**src/rtl/brc_pkg.sv**
```systemverilog
// Shared types and state costs for the branch/next-PC unit.
package brc_pkg;
    typedef enum logic [2:0] {
        CK_NONE,
        CK_JUMP,
        CK_CALL,
        CK_RET,
        CK_RST,
        CK_PCHL
    } ctl_kind_e;

    localparam int COST_JUMP       = 10;
    localparam int COST_CALL_TAKEN = 17;
    localparam int COST_CALL_SKIP  = 11;
    localparam int COST_RET_PLAIN  = 10;
    localparam int COST_RET_TAKEN  = 11;
    localparam int COST_RET_SKIP   = 5;
    localparam int COST_RST        = 11;
    localparam int COST_PCHL       = 5;

    localparam int LEN_LONG  = 3;
    localparam int LEN_SHORT = 1;
    localparam int VEC_SHIFT = 3;
endpackage

```
**src/rtl/brc_cond_eval.sv**
```systemverilog
// Condition evaluator: turns a 3-bit condition code into a true/false result.
// Assumes: code bits [2:1] pick the flag and bit 0 is the required flag value.
module brc_cond_eval #(
    parameter int NUM_CODES = 8,
    localparam int CC_W     = $clog2(NUM_CODES)
) (
    input  logic [CC_W-1:0] cc,
    input  logic            flag_zero,
    input  logic            flag_carry,
    input  logic            flag_parity,
    input  logic            flag_sign,
    output logic            cond_true
);
    logic [3:0]           flag_vec;
    logic [NUM_CODES-1:0] code_hit;

    assign flag_vec = {flag_sign, flag_parity, flag_carry, flag_zero};

    // One comparator per condition code: selected flag equals wanted value.
    for (genvar i = 0; i < NUM_CODES; i++) begin : g_code
        assign code_hit[i] = (flag_vec[i / 2] == 1'(i % 2));
    end

    assign cond_true = code_hit[cc];
endmodule

```
**src/rtl/brc_decode.sv**
```systemverilog
// Opcode classifier: identifies the control-transfer kind and its fields.
// Assumes: only the listed encodings are control transfers; all else is CK_NONE.
module brc_decode
    import brc_pkg::*;
(
    input  logic [7:0] opcode,
    output ctl_kind_e  kind,
    output logic       is_cond,
    output logic [2:0] cc,
    output logic [2:0] rst_idx
);
    // Classify by top two bits and low three bits, then middle field.
    always_comb begin
        kind    = CK_NONE;
        is_cond = 1'b0;
        cc      = opcode[5:3];
        rst_idx = opcode[5:3];
        if (opcode[7:6] == 2'b11) begin
            case (opcode[2:0])
                3'b000: begin kind = CK_RET;  is_cond = 1'b1; end
                3'b010: begin kind = CK_JUMP; is_cond = 1'b1; end
                3'b100: begin kind = CK_CALL; is_cond = 1'b1; end
                3'b111: kind = CK_RST;
                3'b011: if (opcode[5:3] == 3'b000) kind = CK_JUMP;
                3'b101: if (opcode[5:3] == 3'b001) kind = CK_CALL;
                3'b001: begin
                    if (opcode[5:3] == 3'b001) kind = CK_RET;
                    else if (opcode[5:3] == 3'b101) kind = CK_PCHL;
                end
                default: kind = CK_NONE;
            endcase
        end
    end
endmodule

```
**src/rtl/brc_target.sv**
```systemverilog
// Target selector: picks next PC, link address, stack strobes and state cost.
// Assumes: cond_true is meaningful only when is_cond is set.
module brc_target
    import brc_pkg::*;
#(
    parameter int ADDR_W = 16,
    parameter int COST_W = 5
) (
    input  ctl_kind_e         kind,
    input  logic              is_cond,
    input  logic              cond_true,
    input  logic [2:0]        rst_idx,
    input  logic [ADDR_W-1:0] pc,
    input  logic [ADDR_W-1:0] hl,
    input  logic [ADDR_W-1:0] operand,
    input  logic [ADDR_W-1:0] stack_top,
    output logic [ADDR_W-1:0] target,
    output logic [ADDR_W-1:0] link,
    output logic [COST_W-1:0] cost,
    output logic              is_ctl,
    output logic              take,
    output logic              push,
    output logic              pop
);
    logic              cond_ok;
    logic [ADDR_W-1:0] seq_long;
    logic [ADDR_W-1:0] seq_short;

    assign cond_ok   = !is_cond || cond_true;
    assign seq_long  = pc + ADDR_W'(LEN_LONG);
    assign seq_short = pc + ADDR_W'(LEN_SHORT);

    // Per-kind selection of destination, strobes and cost.
    always_comb begin
        target = seq_short;
        link   = seq_short;
        cost   = '0;
        is_ctl = 1'b1;
        take   = 1'b0;
        push   = 1'b0;
        pop    = 1'b0;
        case (kind)
            CK_JUMP: begin
                take   = cond_ok;
                target = cond_ok ? operand : seq_long;
                link   = seq_long;
                cost   = COST_W'(COST_JUMP);
            end
            CK_CALL: begin
                take   = cond_ok;
                push   = cond_ok;
                target = cond_ok ? operand : seq_long;
                link   = seq_long;
                cost   = cond_ok ? COST_W'(COST_CALL_TAKEN) : COST_W'(COST_CALL_SKIP);
            end
            CK_RET: begin
                take   = cond_ok;
                pop    = cond_ok;
                target = cond_ok ? stack_top : seq_short;
                if (!is_cond)     cost = COST_W'(COST_RET_PLAIN);
                else if (cond_ok) cost = COST_W'(COST_RET_TAKEN);
                else              cost = COST_W'(COST_RET_SKIP);
            end
            CK_RST: begin
                take   = 1'b1;
                push   = 1'b1;
                target = ADDR_W'({rst_idx, VEC_SHIFT'(0)});
                cost   = COST_W'(COST_RST);
            end
            CK_PCHL: begin
                take   = 1'b1;
                target = hl;
                cost   = COST_W'(COST_PCHL);
            end
            default: is_ctl = 1'b0;
        endcase
    end
endmodule

```
**src/rtl/brc_nextpc.sv**
```systemverilog
// Branch condition and next-PC unit (top). Registers the decision one cycle
// after issue_valid; push/pop are single-cycle strobes.
// Assumes: the sequencer holds stack_top valid alongside any return opcode.
module brc_nextpc
    import brc_pkg::*;
#(
    parameter int ADDR_W = 16,
    parameter int COST_W = 5
) (
    input  logic              clk,
    input  logic              rst_n,
    input  logic              issue_valid,
    input  logic [7:0]        opcode,
    input  logic              flag_zero,
    input  logic              flag_carry,
    input  logic              flag_parity,
    input  logic              flag_sign,
    input  logic [ADDR_W-1:0] cur_pc,
    input  logic [ADDR_W-1:0] hl_value,
    input  logic [ADDR_W-1:0] operand,
    input  logic [ADDR_W-1:0] stack_top,
    output logic [ADDR_W-1:0] next_pc,
    output logic              ctl_valid,
    output logic              redirect,
    output logic              push_req,
    output logic              pop_req,
    output logic [ADDR_W-1:0] push_data,
    output logic [COST_W-1:0] state_cost
);
    ctl_kind_e         kind;
    logic              is_cond;
    logic [2:0]        cc;
    logic [2:0]        rst_idx;
    logic              cond_true;
    logic [ADDR_W-1:0] nx_target;
    logic [ADDR_W-1:0] nx_link;
    logic [COST_W-1:0] nx_cost;
    logic              nx_ctl;
    logic              nx_take;
    logic              nx_push;
    logic              nx_pop;

    brc_decode u_decode (
        .opcode  (opcode),
        .kind    (kind),
        .is_cond (is_cond),
        .cc      (cc),
        .rst_idx (rst_idx)
    );

    brc_cond_eval #(.NUM_CODES(8)) u_cond (
        .cc          (cc),
        .flag_zero   (flag_zero),
        .flag_carry  (flag_carry),
        .flag_parity (flag_parity),
        .flag_sign   (flag_sign),
        .cond_true   (cond_true)
    );

    brc_target #(.ADDR_W(ADDR_W), .COST_W(COST_W)) u_target (
        .kind      (kind),
        .is_cond   (is_cond),
        .cond_true (cond_true),
        .rst_idx   (rst_idx),
        .pc        (cur_pc),
        .hl        (hl_value),
        .operand   (operand),
        .stack_top (stack_top),
        .target    (nx_target),
        .link      (nx_link),
        .cost      (nx_cost),
        .is_ctl    (nx_ctl),
        .take      (nx_take),
        .push      (nx_push),
        .pop       (nx_pop)
    );

    // Result register: load on issue, hold otherwise; strobes self-clear.
    always_ff @(posedge clk) begin
        if (!rst_n) begin
            next_pc    <= '0;
            ctl_valid  <= 1'b0;
            redirect   <= 1'b0;
            push_req   <= 1'b0;
            pop_req    <= 1'b0;
            push_data  <= '0;
            state_cost <= '0;
        end else if (issue_valid) begin
            next_pc    <= nx_target;
            ctl_valid  <= nx_ctl;
            redirect   <= nx_take;
            push_req   <= nx_push;
            pop_req    <= nx_pop;
            push_data  <= nx_link;
            state_cost <= nx_cost;
        end else begin
            push_req   <= 1'b0;
            pop_req    <= 1'b0;
        end
    end
endmodule

```
**config.mk**
```make
export PLATFORM = sky130hd
export DESIGN_NAME = brc_nextpc
export DESIGN_NICKNAME = d
export VERILOG_FILES = /design/src/rtl/brc_pkg.sv /design/src/rtl/brc_cond_eval.sv /design/src/rtl/brc_decode.sv /design/src/rtl/brc_target.sv /design/src/rtl/brc_nextpc.sv
export SDC_FILE = /design/constraint.sdc
export NUM_CORES = 1
export LEC_CHECK = 0
export BUFFER_PORTS_ARGS = -buffer_cell sky130_fd_sc_hd__buf_2
export CAP_MARGIN = 20
export CORE_MARGIN = 1
export CORE_UTILIZATION = 52
export CTS_BUF_LIST = sky130_fd_sc_hd__clkbuf_8
export CTS_CLUSTER_DIAMETER = 120
export CTS_CLUSTER_SIZE = 30
export DETAILED_ROUTE_END_ITERATION = 6
export PLACE_DENSITY = 0.85
export SYNTH_ARGS = -nofsm -noshare
export SYNTH_HDL_FRONTEND = slang
export SYNTH_HIERARCHICAL = 1
export SYNTH_SLANG_ARGS = --single-unit
export TNS_END_PERCENT = 30
```
**constraint.sdc**
```tcl
create_clock -name clk -period 2.65 [get_ports clk]
set_clock_uncertainty 0.15 [all_clocks]
set_input_delay 0.3975 -clock clk [delete_from_list [all_inputs] [get_ports clk]]
set_output_delay 0.3975 -clock clk [all_outputs]
set_load 0.005 [all_outputs]
```
; Word-level counts from Yosys, hierarchy flattened
; Index checks and enable logic that the tools add are counted.
[word_totals]
out_inout_bits = 41
reg_bits = 41
[op_classes]
eq_ne = 14
reduce_logical = 11
n_bitwise = 4
muxes = 21
add_sub_neg = 2
n_lt_le_gt_ge = 1
[op_table]
columns = op, n
row1 = 16-bit one-hot mux with 4 select lines, 1
row2 = 16-bit two-way mux, 3
row3 = 5-bit one-hot mux with 5 select lines, 1
row4 = 3-bit one-hot mux with 7 select lines, 1
row5 = "3-bit equality test, second input constant", 6
row6 = "16-bit by 1-bit adder with 16-bit output, second input constant", 1
row7 = "16-bit by 2-bit adder with 16-bit output, second input constant", 1
row8 = "3-bit by 2-bit equality test with 1-bit output, second input constant", 4
row9 = 5-bit two-way mux, 2
row10 = "3-bit by 1-bit equality test with 1-bit output, second input constant", 3
row11 = 3-bit two-way mux, 3
row12 = 3-bit zero test, 2
row13 = 3-bit OR reduction, 2
row14 = 1-bit two-way mux, 5
row15 = 5-bit OR reduction, 1
row16 = "3-bit by 4-bit < comparator with 1-bit output, second input constant", 1
row17 = 4-bit two-way mux, 1
row18 = 1-bit inverter, 4
row19 = 1-bit one-hot mux with 2 select lines, 2
row20 = 2-bit OR reduction, 2
row21 = 1-bit binary-select mux with 3-bit select, 1
row22 = 3-bit AND reduction, 1
row23 = "2-bit equality test, second input constant", 1
row24 = 2-bit two-way mux, 1
row25 = other kinds (3), 3

; Depth between registers and ports, before layout
[depth]
ltp_word = 9
mapped_depth = 12
ltp_nobuf = 10

; By module
; Netlist, hierarchy kept.
[by_module_without_submodules]
columns = module, instances, cells_per_inst, seq_area_each_um2, area_each_um2
row1 = brc_target, 1, 233, 0.0, 1632.8
row2 = brc_nextpc, 1, 130, 820.8, 1574.0
row3 = brc_decode, 1, 19, 0.0, 131.4
row4 = brc_cond_eval, 1, 2, 0.0, 31.3

; Least setup slack after synthesis
; No wires, ideal clock.
[synth_path]
path_kind = input port to flip-flop
startpoint = in opcode[4]
endpoint = reg push_data[15]
required_time_ns = 2.384
setup_time_ns = 0.116
path_slack_ns = 0.151
stages = 11
arrival_ns = 2.233
path_cell_list = or3b_1 a211oi_2 buf_6 xor2_2 nor2b_4 buf_6 mux2i_1 nor2_1 xor2_1 mux2i_1 nor2b_1
[synth_via]
elab_cells_between_ends = 13
classes_between = eq/ne: 4 / mux: 7 / reduce/logical: 2
[synth_lines]
columns = element, line
row1 = from (decl), brc_nextpc.sv:13  ; input logic [7:0] opcode,
row2 = 3-bit by 1-bit equality test with 1-bit output (*), "brc_decode.sv:25, brc_decode.sv:27"
row3 = 3-bit two-way mux / 2-bit two-way mux (equally long branches), "brc_decode.sv:27, brc_decode.sv:25"
row4 = 3-bit one-hot mux with 7 select lines (*), brc_decode.sv:19  ; case (opcode[2:0])
row5 = 3-bit two-way mux (*), brc_decode.sv:18  ; if (opcode[7:6] == 2'b11) begin
row6 = via kind[1], brc_nextpc.sv:30  ; ctl_kind_e kind;
row7 = 3-bit by 1-bit equality test with 1-bit output / 3-bit by 2-bit equality test with 1-bit output (equally long branches), brc_target.sv:42  ; case (kind)
row8 = 2-bit OR reduction (no source line) (*), -
row9 = 16-bit two-way mux (*), brc_target.sv:42
row10 = via nx_link[15], brc_nextpc.sv:36  ; logic [ADDR_W-1:0] nx_link;
row11 = to (signal assigned), brc_nextpc.sv:94  ; push_data <= nx_link;
row12 = to (decl), brc_nextpc.sv:27  ; output logic [ADDR_W-1:0] push_data,
; Mark *: on every way through the listed nets, which the timed path passes. The rest lies on a longest branch.
; A chain may end at the register's enable or synchronous reset.

; Worst setup path in the final report
[layout_path]
startpoint = in opcode[4]
endpoint = reg next_pc[2]
[layout_via]
elab_cells_between_ends = 21
classes_between = eq/ne: 7 / mux: 11 / reduce/logical: 3
[layout_lines]
columns = element, line
row1 = 3-bit by 1-bit equality test with 1-bit output (*), "brc_decode.sv:25, brc_decode.sv:27"
row2 = 3-bit two-way mux / 2-bit two-way mux (equally long branches), "brc_decode.sv:27, brc_decode.sv:25"
row3 = 3-bit one-hot mux with 7 select lines (*), brc_decode.sv:19
row4 = 3-bit two-way mux (*), brc_decode.sv:18
row5 = via kind[1], brc_nextpc.sv:30
row6 = 3-bit by 1-bit equality test with 1-bit output / 3-bit by 2-bit equality test with 1-bit output (equally long branches), brc_target.sv:42
row7 = 2-bit OR reduction (no source line), -
row8 = 16-bit one-hot mux with 4 select lines (*), brc_target.sv:42
row9 = via nx_target[2], brc_nextpc.sv:35  ; logic [ADDR_W-1:0] nx_target;
row10 = to (signal assigned), brc_nextpc.sv:89  ; next_pc <= nx_target;
row11 = to (decl), brc_nextpc.sv:22  ; output logic [ADDR_W-1:0] next_pc,
; Mark *: on every way through the listed nets, which the timed path passes. The rest lies on a longest branch. The select of a mux whose other input is x is not followed.

==> impl_metrics.tcl <==
set metrics [dict create \
    floorplan_die_height_microns 82.5 \
    grt_antenna_before_repair 0 \
    setup-tns-final_ns 0 \
    status "finished clean" \
    slew_violations 0 \
    min_path_type "in2reg" \
    drive_gt1_frac 0.370 \
    cell_taking_the_most_area_after_synthesis "dfxtp_1" \
    final_core_utilization 0.687 \
    netlist_top_cells_area "dfxtp_1 (24%), mux2i_1 (13%), nor2b_1 (7.6%), xnor2_1 (5.5%), xor2_1 (5.2%)" \
    cts.clk_slew.worst_paths_ns 0.09 \
    synth_cell_types 57 \
    design_area_final_sq_um 4190 \
    grt_max_degree 42 \
    floorplan.die_area_sq_um 6810 \
    cts_num_sinks 41 \
    postSynthCellCount 384 \
    synth_top_flop_cell "dfxtp_1" \
    critical_path.endpoint_type "flop" \
    worstSetupPathDepth 12 \
    number_of_global_route_vias_before_repair 3112 \
    power_leakage_uw 0.00193 \
    critPathLaunch "opcode[4]" \
    number_of_maximum_capacitance_constraint_violations 0 \
    synthesis_stage_register_bit_count 41 \
    post-dp-hpwl_microns 7470 \
    timing_hold_violations_final 0 \
    synth.top_cell.area_share 0.244 \
    fmaxAchievable_mhz 398 \
    crit-reg2reg-launch "push_data[0]$_SDFFE_PN0P_" \
    synth_area_per_cell_sq_um 8.77 \
    remaining_drc_errors 0 \
    min_period_ns 2.51 \
    cellPowerDensity_nw_per_um2 399 \
    bufs_and_invs_on_worst_path 4 \
    syn-num-nets 466 \
    first_iter_violations 308 \
    routed-wl-met3_microns 719 \
    antenna_left 0 \
    worst-path-max-fanout 7 \
    rr_endpoint "push_data[0]$_SDFFE_PN0P_" \
    critical_path.slowest_cell "or3b_4" \
    setup_repair_after_global_routing_missed_its_margin "no" \
    grt.total_usage 0.290 \
    wl_per_cell_microns 17.0 \
    fillers 516 \
    synth-edff-count 0 \
    cp_cell_sequence "buf_2 -> or3b_4 -> a211oi_2 -> buf_4 -> buf_4 -> nand2b_1 -> nor2_1 -> buf_4 -> a221oi_1 -> o21ai_0 -> mux2i_1 -> nor2b_1" \
    critical_path.startpoint_type "input port" \
    fin_nets 592 \
    wirelength_microns 9940 \
    ys_async_sr_fraction 0 \
    timing.final.crit_share 0.948 \
    top_level_ports 120 \
    clkLatencyLatePin_ns 0.29 \
    worst_path_largest_cell_delay_ns 0.39 \
    n_antenna_cell 0 \
    routabilityCongestion 0.911 \
    r2r.worst_path.cells 2 \
    criticalPathCategory "in2reg" \
    overflow_left_after_global_routing 0 \
    tritoncts "built" \
    peakVddDrop_v 0.000270 \
    termination_of_the_worst_setup_path "next_pc[2]$_SDFFE_PN0P_" \
    route.layer.met1.wl_microns 4240 \
    floorplan.core_area_sq_um 6100 \
    tritoncts.num_buffers 5 \
    critPathRequiredTime_ns 2.69 \
    portBuffers 119 \
    setup_viol 0 \
    synth_sequential_area_ratio 0.244 \
    cts_hold_buffers 0 \
    worst_path_most_repeated_cell "buf_4" \
    route.top_layer_used "met4" \
    crit_family "simple AND/OR/NAND/NOR gates" \
    fp.dieW_microns 82.5 \
    cts_root_buf "clkbuf_8" \
    viasPerCell 5.72 \
    cell_area_after_synthesis_sq_um 3370 \
    max_slew_headroom_at_the_worst_pin 0.537 \
    worstMarginPinSlew_ns 0.692 \
    cts-root-to-sink-buffers 2 \
    detailed_place.area_sq_um 4020 \
    crit_arrival_ns 2.55 \
    start_util 0.553 \
    placementRows 28 \
    area_growth_pct 24.2 \
    ys.warnings.count 6 \
    drt-pass1-iter-count 6 \
    dr_wl_met2_microns 4790 \
    setup.reg_to_reg.worst_slack_ns 1.82 \
    clock_tree.htree_level_count 2 \
    grt_pass1_wl_microns 14900 \
    num_vias 3353 \
]
-- tightest hold or removal path: cells and delay by family --
family                 cells  cell delay [ns]
AOI/OAI and AO/OA          1             0.05
muxes                      1             0.06
and+or+nand+nor            2             0.17
buffers and inverters      1             0.07
-- cells by family (layout without fill, tap and decap cells) --
| family | count (synthesis) | in the layout | share of synthesized area |
|---|---|---|---|
| AOI/OAI and AO/OA | 62 | 62 | 0.128 |
| adders and majority gates | 3 | 3 | 0.0111 |
| buffers and inverters | 44 | 171 | 0.101 |
| DFF | 41 | 41 | 0.244 |
| xor gates and xnor gates | 42 | 42 | 0.111 |
| and+or+nand+nor | 143 | 143 | 0.251 |
| muxes | 49 | 49 | 0.154 |
-- Yosys cell counts, types with 2 or more instances --
cell type  instances
ha_1               3
or2_1              2
nand4_4            2
mux2i_1           44
nand2b_1           7
nand4_1            5
nor2b_1           41
xor2_1            20
nand3b_1           2
clkbuf_1           5
nor4_2             3
buf_12             4
a21oi_1            9
nand2_1           14
mux2_2             3
buf_4             13
nor3_2             2
inv_1              6
o21ai_1            6
dfxtp_1           41
o22ai_1            2
a221oi_1           3
buf_2              7
o21ai_0           15
nand3_1            5
nor2_1            36
a22oi_1            4
xnor2_1           21
and3_1             7
nor3_1             7
buf_6              7
a222oi_1           9
o221ai_1           4
a21o_1             2
-- per-stage QoR --
step	worst slack (ns)	hold slack, ns	power [uW]	std cells
2_1_floorplan	0.151	0.357	972	384
3_3_place_gp	-0.101	0.339	1120	575
3_5_place_dp	-0.158	0.348	1130	575
4_1_cts	0.129	0.343	1660	583
5_1_grt	0.000417	0.375	1750	586
6_report	0.138	0.344	1670	586
-- repair_timing --
action,4_1_cts,5_1_grt
buffers inserted,0,3
resized for setup,0,6
setup endpoints to repair,0,6
-- worst min path at each step --
| stage | slack [ns] | cells after the start | startpoint | to |
|---|---|---|---|---|
| CTS | 0.34 | 5 | stack_top[11] | next_pc[11]$_SDFFE_PN0P_ |
| floorplan | 0.36 | 2 | next_pc[13]$_SDFFE_PN0P_ | next_pc[13]$_SDFFE_PN0P_ |
| global route | 0.38 | 4 | hl_value[1] | next_pc[1]$_SDFFE_PN0P_ |
| finish | 0.34 | 5 | stack_top[11] | next_pc[11]$_SDFFE_PN0P_ |
| detailed placement | 0.35 | 2 | next_pc[4]$_SDFFE_PN0P_ | next_pc[4]$_SDFFE_PN0P_ |
| global placement | 0.34 | 2 | next_pc[4]$_SDFFE_PN0P_ | next_pc[4]$_SDFFE_PN0P_ |
-- flip-flops by register name, summed over array words and instances, names as in the netlist --
register    count
ctl_valid       1
next_pc        16
pop_req         1
push_data      16
push_req        1
redirect        1
state_cost      5
-- metal layers --
layer	vias to the layer above	global-route usage
met4	0	0.0948
met5	-	0
met2	169	0.504
met3	17	0.0462
met1	1572	0.364
li1	1595	-
-- where the power goes --
part	internal, uW	switching, uW
sequential	654	21.5
combinational	221	230
clock	307	237
-- cell type report --
type                       count  area [sq um]  area share
clock buffer                   6          82.6      0.0197
clock inverter                 2          37.5     0.00897
inverter                       6          22.5     0.00538
multi-input combinational    299          2230       0.533
sequential                    41           821       0.196
tap                           75          93.8      0.0224
timing repair buffer         157           897       0.214
-- cells in the final DEF, fill, tap and decap left out, types with 2 or more instances in the layout --
master	count
ha_1	3
a21oi_1	9
nor3_1	6
a222oi_1	9
o221ai_1	4
nand4_4	2
xnor2_1	20
nor4_2	3
mux2_2	3
and3_1	7
a221oi_1	3
nor2_1	36
nor3_2	3
or2_1	2
inv_1	6
nor2b_1	41
o22ai_1	2
nand3_1	5
nand2b_1	7
nand2_1	13
buf_4	36
o21ai_1	6
nand4_1	5
dfxtp_1	41
o21ai_0	15
clkbuf_8	6
a21o_1	2
nand3b_1	2
mux2i_1	44
buf_2	119
xor2_1	20
a22oi_1	4
Note: power is estimated with default switching activity, not from simulation.
